===== src/rtl/pwr_wake_pkg.sv =====
package pwr_wake_pkg;

    typedef enum logic [1:0] {
        PM_SLEEP  = 2'd0,
        PM_IDLE   = 2'd1,
        PM_GREEN  = 2'd2,
        PM_NORMAL = 2'd3
    } pm_state_e;

    localparam logic [1:0] SEL_SLEEP = 2'b00;
    localparam logic [1:0] SEL_IDLE  = 2'b10;

    function automatic pm_state_e run_of(input logic sel0);
        return sel0 ? PM_NORMAL : PM_GREEN;
    endfunction

endpackage


===== src/rtl/pwr_edge_det.sv =====
module pwr_edge_det #(
    parameter int W     = 4,
    parameter int SYNC  = 2
) (
    input  logic         clk,
    input  logic         rst_n,
    input  logic [W-1:0] pins,
    input  logic [W-1:0] rise_mask,
    output logic [W-1:0] evt
);
    localparam int LAST = SYNC - 1;

    for (genvar g = 0; g < W; g++) begin : g_bit
        logic [SYNC-1:0] chain;
        logic            prev;

        always_ff @(posedge clk or negedge rst_n) begin
            if (!rst_n) begin
                chain <= '1;
                prev  <= 1'b1;
            end else begin
                chain <= {chain[SYNC-2:0], pins[g]};
                prev  <= chain[LAST];
            end
        end

        // rising when masked, falling otherwise
        assign evt[g] = rise_mask[g] ? (chain[LAST] & ~prev)
                                     : (~chain[LAST] & prev);
    end

endmodule


===== src/rtl/pwr_wake_src.sv =====
module pwr_wake_src #(
    parameter int P7_W = 4,
    parameter int P9_W = 8
) (
    input  logic            gie,
    input  logic            wdt_en,
    input  logic            tmr_ovf,
    input  logic            wdt_tmo,
    input  logic [P7_W-1:0] p7_evt,
    input  logic [P7_W-1:0] p7_wake_en,
    input  logic [P9_W-1:0] p9_evt,
    input  logic            p9_wake_en,
    output logic            tmr_evt,
    output logic            wdt_evt,
    output logic            port_evt
);
    logic p7_hit;
    logic p9_hit;

    always_comb begin
        p7_hit   = |(p7_evt & p7_wake_en);
        p9_hit   = p9_wake_en & (|p9_evt);
        port_evt = gie & (p7_hit | p9_hit);
        wdt_evt  = wdt_en & wdt_tmo;
        tmr_evt  = tmr_ovf;
    end

endmodule


===== src/rtl/pwr_mode_fsm.sv =====
module pwr_mode_fsm
    import pwr_wake_pkg::*;
(
    input  logic       clk,
    input  logic       rst_n,
    input  logic [1:0] mode_sel,
    input  logic       sleep_cmd,
    input  logic       gie,
    input  logic       tmr_evt,
    input  logic       wdt_evt,
    input  logic       port_evt,
    output pm_state_e  state,
    output logic       irq_req,
    output logic       rst_req,
    output logic       cpu_clk_en,
    output logic       periph_clk_en,
    output logic       slow_clk_sel
);
    pm_state_e nxt;
    pm_state_e run_tgt;
    logic      irq_nx;
    logic      rst_nx;
    logic      int_src;

    always_comb begin
        int_src = tmr_evt | port_evt;
        run_tgt = run_of(mode_sel[0]);
        if (sleep_cmd && mode_sel == SEL_SLEEP)     run_tgt = PM_SLEEP;
        else if (sleep_cmd && mode_sel == SEL_IDLE) run_tgt = PM_IDLE;
    end

    always_comb begin
        nxt    = state;
        irq_nx = 1'b0;
        rst_nx = 1'b0;
        unique case (state)
            PM_NORMAL, PM_GREEN: begin
                if (wdt_evt) begin              // WDT_RESET
                    rst_nx = 1'b1;
                    nxt    = PM_NORMAL;
                end else begin                  // RUN_SELECT / ENTER_*
                    irq_nx = gie & int_src;
                    nxt    = run_tgt;
                end
            end
            PM_IDLE: begin
                if (int_src || wdt_evt) begin   // IDLE_RESUME
                    irq_nx = gie & int_src;
                    nxt    = run_of(mode_sel[0]);
                end
            end
            PM_SLEEP: begin
                if (wdt_evt || port_evt) begin  // SLEEP_RESET
                    rst_nx = 1'b1;
                    nxt    = PM_NORMAL;
                end
            end
            default: nxt = PM_NORMAL;
        endcase
    end

    always_ff @(posedge clk or negedge rst_n) begin
        if (!rst_n) begin
            state   <= PM_NORMAL;
            irq_req <= 1'b0;
            rst_req <= 1'b0;
        end else begin
            state   <= nxt;
            irq_req <= irq_nx;
            rst_req <= rst_nx;
        end
    end

    always_comb begin
        cpu_clk_en    = 1'b0;
        periph_clk_en = 1'b1;
        slow_clk_sel  = 1'b0;
        unique case (state)
            PM_NORMAL: cpu_clk_en = 1'b1;
            PM_GREEN: begin
                cpu_clk_en   = 1'b1;
                slow_clk_sel = 1'b1;
            end
            PM_IDLE:  cpu_clk_en = 1'b0;
            PM_SLEEP: periph_clk_en = 1'b0;
            default:  cpu_clk_en = 1'b0;
        endcase
    end

endmodule


===== src/rtl/pwr_wake_ctrl.sv =====
module pwr_wake_ctrl
    import pwr_wake_pkg::*;
#(
    parameter int P7_W = 4,
    parameter int P9_W = 8,
    parameter int SYNC = 2
) (
    input  logic            clk,
    input  logic            rst_n,
    input  logic [1:0]      mode_sel,
    input  logic            sleep_cmd,
    input  logic            gie,
    input  logic            wdt_en,
    input  logic            tmr_ovf,
    input  logic            wdt_tmo,
    input  logic [P7_W-1:0] p7_pins,
    input  logic [P7_W-1:0] p7_wake_en,
    input  logic            p7_rise_sel,
    input  logic [P9_W-1:0] p9_pins,
    input  logic            p9_wake_en,
    output logic [1:0]      mode_o,
    output logic            cpu_clk_en,
    output logic            periph_clk_en,
    output logic            slow_clk_sel,
    output logic            irq_req,
    output logic            rst_req
);
    localparam int P7_PAD = P7_W - 1;

    logic [P7_W-1:0] p7_evt;
    logic [P9_W-1:0] p9_evt;
    logic [P7_W-1:0] p7_rise;
    logic            tmr_evt;
    logic            wdt_evt;
    logic            port_evt;
    pm_state_e       state;

    assign p7_rise = {{P7_PAD{1'b0}}, p7_rise_sel};

    pwr_edge_det #(.W(P7_W), .SYNC(SYNC)) u_p7_edge (
        .clk       (clk),
        .rst_n     (rst_n),
        .pins      (p7_pins),
        .rise_mask (p7_rise),
        .evt       (p7_evt)
    );

    pwr_edge_det #(.W(P9_W), .SYNC(SYNC)) u_p9_edge (
        .clk       (clk),
        .rst_n     (rst_n),
        .pins      (p9_pins),
        .rise_mask ({P9_W{1'b0}}),
        .evt       (p9_evt)
    );

    pwr_wake_src #(.P7_W(P7_W), .P9_W(P9_W)) u_src (
        .gie        (gie),
        .wdt_en     (wdt_en),
        .tmr_ovf    (tmr_ovf),
        .wdt_tmo    (wdt_tmo),
        .p7_evt     (p7_evt),
        .p7_wake_en (p7_wake_en),
        .p9_evt     (p9_evt),
        .p9_wake_en (p9_wake_en),
        .tmr_evt    (tmr_evt),
        .wdt_evt    (wdt_evt),
        .port_evt   (port_evt)
    );

    pwr_mode_fsm u_fsm (
        .clk           (clk),
        .rst_n         (rst_n),
        .mode_sel      (mode_sel),
        .sleep_cmd     (sleep_cmd),
        .gie           (gie),
        .tmr_evt       (tmr_evt),
        .wdt_evt       (wdt_evt),
        .port_evt      (port_evt),
        .state         (state),
        .irq_req       (irq_req),
        .rst_req       (rst_req),
        .cpu_clk_en    (cpu_clk_en),
        .periph_clk_en (periph_clk_en),
        .slow_clk_sel  (slow_clk_sel)
    );

    assign mode_o = state;

endmodule


===== config.mk =====
export PLATFORM = sky130hd
export DESIGN_NAME = pwr_wake_ctrl
export DESIGN_NICKNAME = d
export VERILOG_FILES = /design/src/rtl/pwr_wake_pkg.sv /design/src/rtl/pwr_edge_det.sv /design/src/rtl/pwr_wake_src.sv /design/src/rtl/pwr_mode_fsm.sv /design/src/rtl/pwr_wake_ctrl.sv
export SDC_FILE = /design/constraint.sdc
export NUM_CORES = 1
export LEC_CHECK = 0
export ABC_AREA = 1
export BUFFER_PORTS_ARGS = -buffer_cell sky130_fd_sc_hd__buf_2
export CORE_MARGIN = 4
export CORE_UTILIZATION = 45
export CTS_CLUSTER_SIZE = 16
export DETAILED_ROUTE_END_ITERATION = 10
export GPL_TIMING_DRIVEN = 0
export HOLD_SLACK_MARGIN = 0.05
export PLACE_DENSITY = 0.69
export SYNTH_ARGS = -nofsm -noshare
export SYNTH_HDL_FRONTEND = slang
export SYNTH_SLANG_ARGS = --single-unit

===== constraint.sdc =====
create_clock -name clk -period 3.1 [get_ports clk]
set_clock_uncertainty 0.05 [all_clocks]
set_input_delay 0.155 -clock clk [delete_from_list [all_inputs] [get_ports clk]]
set_output_delay 0.155 -clock clk [all_outputs]
set_load 0.05 [all_outputs]

==> impl_metrics.tcl <==
set metrics [dict create \
    synth-simple-area-share 0.1391 \
    drv_cap 0 \
    synth_top_family_by_area "simple AND/OR/NAND/NOR gates" \
    dieArea_um2 3870 \
    critPathKind "reg -> reg" \
    max_slew.worst_pin.slew_ns 0.8080 \
    antenna_found_initial 0 \
    start_util 0.4755 \
    p_comb_frac 0.133 \
    die_width_um 62.21 \
    yosysUniqueCellTypes 16 \
    io_buffers 33 \
    place.gp.congestion 0.7086 \
    fp.dieH_um 62.21 \
    synthXorXnorAreaFrac 0 \
    final_antenna_net_count 0 \
    first_iter_violations 31 \
    path_clk_slew_ns 0.11 \
    hold_viol 0 \
    final.setup.tns_ns 0 \
    cts.sinks 40 \
    crit_path_end_kind "flip-flop" \
    dpl.hpwl_um 1443 \
    intPower_uw 750.0 \
    syn_area_um2 1323 \
    grt_pass1_vias 914 \
    min_from "mode_sel[0]" \
    synth.avg_cell_area_um2 12.97 \
    reg2regPathDepth 10 \
    htreeDepth 2 \
    wl_met2_um 1161 \
    synthCells 102 \
    fin_crit_sh 0.6025 \
    peakVddDrop_mv 0.4673 \
    timing.hold.ws_ns 0.08376 \
    r2r-end "u_fsm.irq_req$_DFF_PN0_" \
    switching_share 0.2447 \
    syn_nets 129 \
    status "finished, final reports clean" \
    relSlewSlack 0.4613 \
    cts_made_buffers 5 \
    worst_ep_arrival_time_ns 2.06 \
    setup_slack_ns 1.232 \
    rsz0062_at_grt "no" \
    num_rows 19 \
    place_ws_ns 1.736 \
    via_count 862 \
    yosysWarningCount 0 \
    first_pass_iters 4 \
    r2r_start "u_p9_edge.g_bit[5].chain[1]$_DFF_PN1_" \
    top_layer "met4" \
    grt.total_usage 0.1283 \
    diodes 0 \
    syn_to_final_growth_pct 33.21 \
    synthMuxAreaShare 0 \
    grt_overflow 0 \
    reg2reg_slack_ns 1.23 \
    holdPathEnd "u_fsm.state[1]$_DFFE_PN1P_" \
    core_area_um2 2781 \
    pwr-share-seq 0.591 \
    drt_wl_total_um 2235 \
    synth_seq_area_share 0.7928 \
    io_pins 34 \
    drive_gt1_frac 0.5157 \
    wl_met3_um 159 \
    ctsLongestPathBuffers 2 \
    clock.fmax_mhz 535.4 \
    cts_tree "done" \
    worstSkewPairLatency_ns 0.32 \
    hold_class "in -> reg" \
    startpoint_type "flip-flop" \
    maxSlewViolCount 0 \
    worst-path-max-fanout 2 \
    drc_errors 0 \
    pwr-share-clk 0.276 \
    switchingPower_uw 243.0 \
    min_path_cells 5 \
    fin_crit_ns 1.868 \
    synth_compound_area_frac 0.02271 \
    cp.required_ns 3.29 \
    ys_ff_latch 40 \
    drt-wirelength-per-cell_um 11.76 \
    grt_max_degree 41 \
    clk_root_buffer_cell "clkbuf_4" \
    setup_violations 0 \
    synthAdderAreaFrac 0 \
    p_per_area_nw_per_um2 563.6 \
    viasPerCell 4.537 \
    leakage_nw 0.8556 \
    grt_pass1_wl_um 3815 \
    met1_length_um 856 \
    final_nets 186 \
    fin_util 0.6334 \
]
[state kept, by name, indices dropped and copies added (netlist names)]
name                   count
u_fsm.irq_req              1
u_fsm.rst_req              1
u_fsm.state                2
u_p7_edge.g_bit.chain      8
u_p7_edge.g_bit.prev       4
u_p9_edge.g_bit.chain     16
u_p9_edge.g_bit.prev       8
[routing by layer]
layer  vias up  GRT usage
met5         -          0
met4         0    0.06775
met3         6    0.07568
met2        34     0.2021
met1       399     0.1329
li1        423          -
[worst max-delay path by stage]
stage / to / cells past startpoint / start
2_1_floorplan: slow_clk_sel / 2 / u_fsm.state[1]$_DFFE_PN1P_
3_3_place_gp: u_fsm.irq_req$_DFF_PN0_ / 9 / u_p9_edge.g_bit[5].chain[1]$_DFF_PN1_
3_5_place_dp: u_fsm.state[0]$_DFFE_PN1P_ / 11 / u_p9_edge.g_bit[5].chain[1]$_DFF_PN1_
4_1_cts: u_fsm.irq_req$_DFF_PN0_ / 10 / u_p9_edge.g_bit[5].chain[1]$_DFF_PN1_
5_1_grt: u_fsm.irq_req$_DFF_PN0_ / 10 / u_p9_edge.g_bit[6].chain[1]$_DFF_PN1_
6_report: u_fsm.irq_req$_DFF_PN0_ / 10 / u_p9_edge.g_bit[5].chain[1]$_DFF_PN1_
[power groups by stage]
stage / sequential (mW) / combinational (mW) / clock, mW
2_1_floorplan: 0.616 / 0.0464 / 0
3_3_place_gp: 0.594 / 0.109 / 0
3_5_place_dp: 0.596 / 0.113 / 0
4_1_cts: 0.588 / 0.131 / 0.287
5_1_grt: 0.591 / 0.144 / 0.317
6_report: 0.587 / 0.132 / 0.274
[cells by family (layout without fill, tap and decap cells)]
group,Yosys count,after routing
and+or+nand+nor,41,41
DFF,40,40
buffers and inverters,16,73
AOI/OAI and AO/OA,5,5
[layout make-up]
type	instances	area, um^2
tap	31	38.79
multi-input combinational	46	214.0
clock buffer	7	65.06
buffer	1	3.754
fill	216	1020
inverter	15	56.30
timing repair buffer	50	335.3
sequential	40	1049
[stage by stage]
stage / total power [mW] / instance area [um^2] / instances
5_1_grt: 1.053 / 1762 / 190
3_3_place_gp: 0.7027 / 1526 / 166
3_5_place_dp: 0.7086 / 1526 / 166
4_1_cts: 1.006 / 1762 / 190
6_report: 0.9930 / 1762 / 190
2_1_floorplan: 0.6621 / 1323 / 102
[critical path, cell delays in order (launching register included)]
cell,delay (ns)
dfstp_2,0.54
inv_1,0.04
nand2_1,0.05
nand2_1,0.05
nor2_1,0.11
nand2_1,0.06
nand2_1,0.05
nand2_1,0.07
o211ai_1,0.15
dlygate4sd3_1,0.57
inv_1,0.04
[placed cells by master (no fill, tap or decap), types with 3 or more instances in the layout]
cell,count
buf_2,33
clkbuf_4,5
dfstp_2,38
dlygate4sd3_1,17
inv_1,14
nand2_1,23
nand3_1,3
nand3b_1,3
nor2_1,7
[synthesized netlist by cell type (all sizes together)]
cell / n / area, um^2
a21oi: 2 / 10.01
clkbuf: 1 / 3.750
dfrtp: 2 / 50.05
dfstp: 38 / 998.5
inv: 15 / 56.30
nand2: 25 / 98.84
nand3: 4 / 25.02
nand3b: 3 / 22.52
nand4: 1 / 6.260
nor2: 7 / 26.28
nor3: 1 / 5.000
o211ai: 2 / 15.01
o21ai: 1 / 5.000
[repair_timing]
action / in CTS / in global routing
hold buffers: 17 / 0
setup buffers: 0 / 0
gates resized for setup: 0 / 0
hold endpoints to repair: 17 / 0
(Power assumes the default switching activity.)
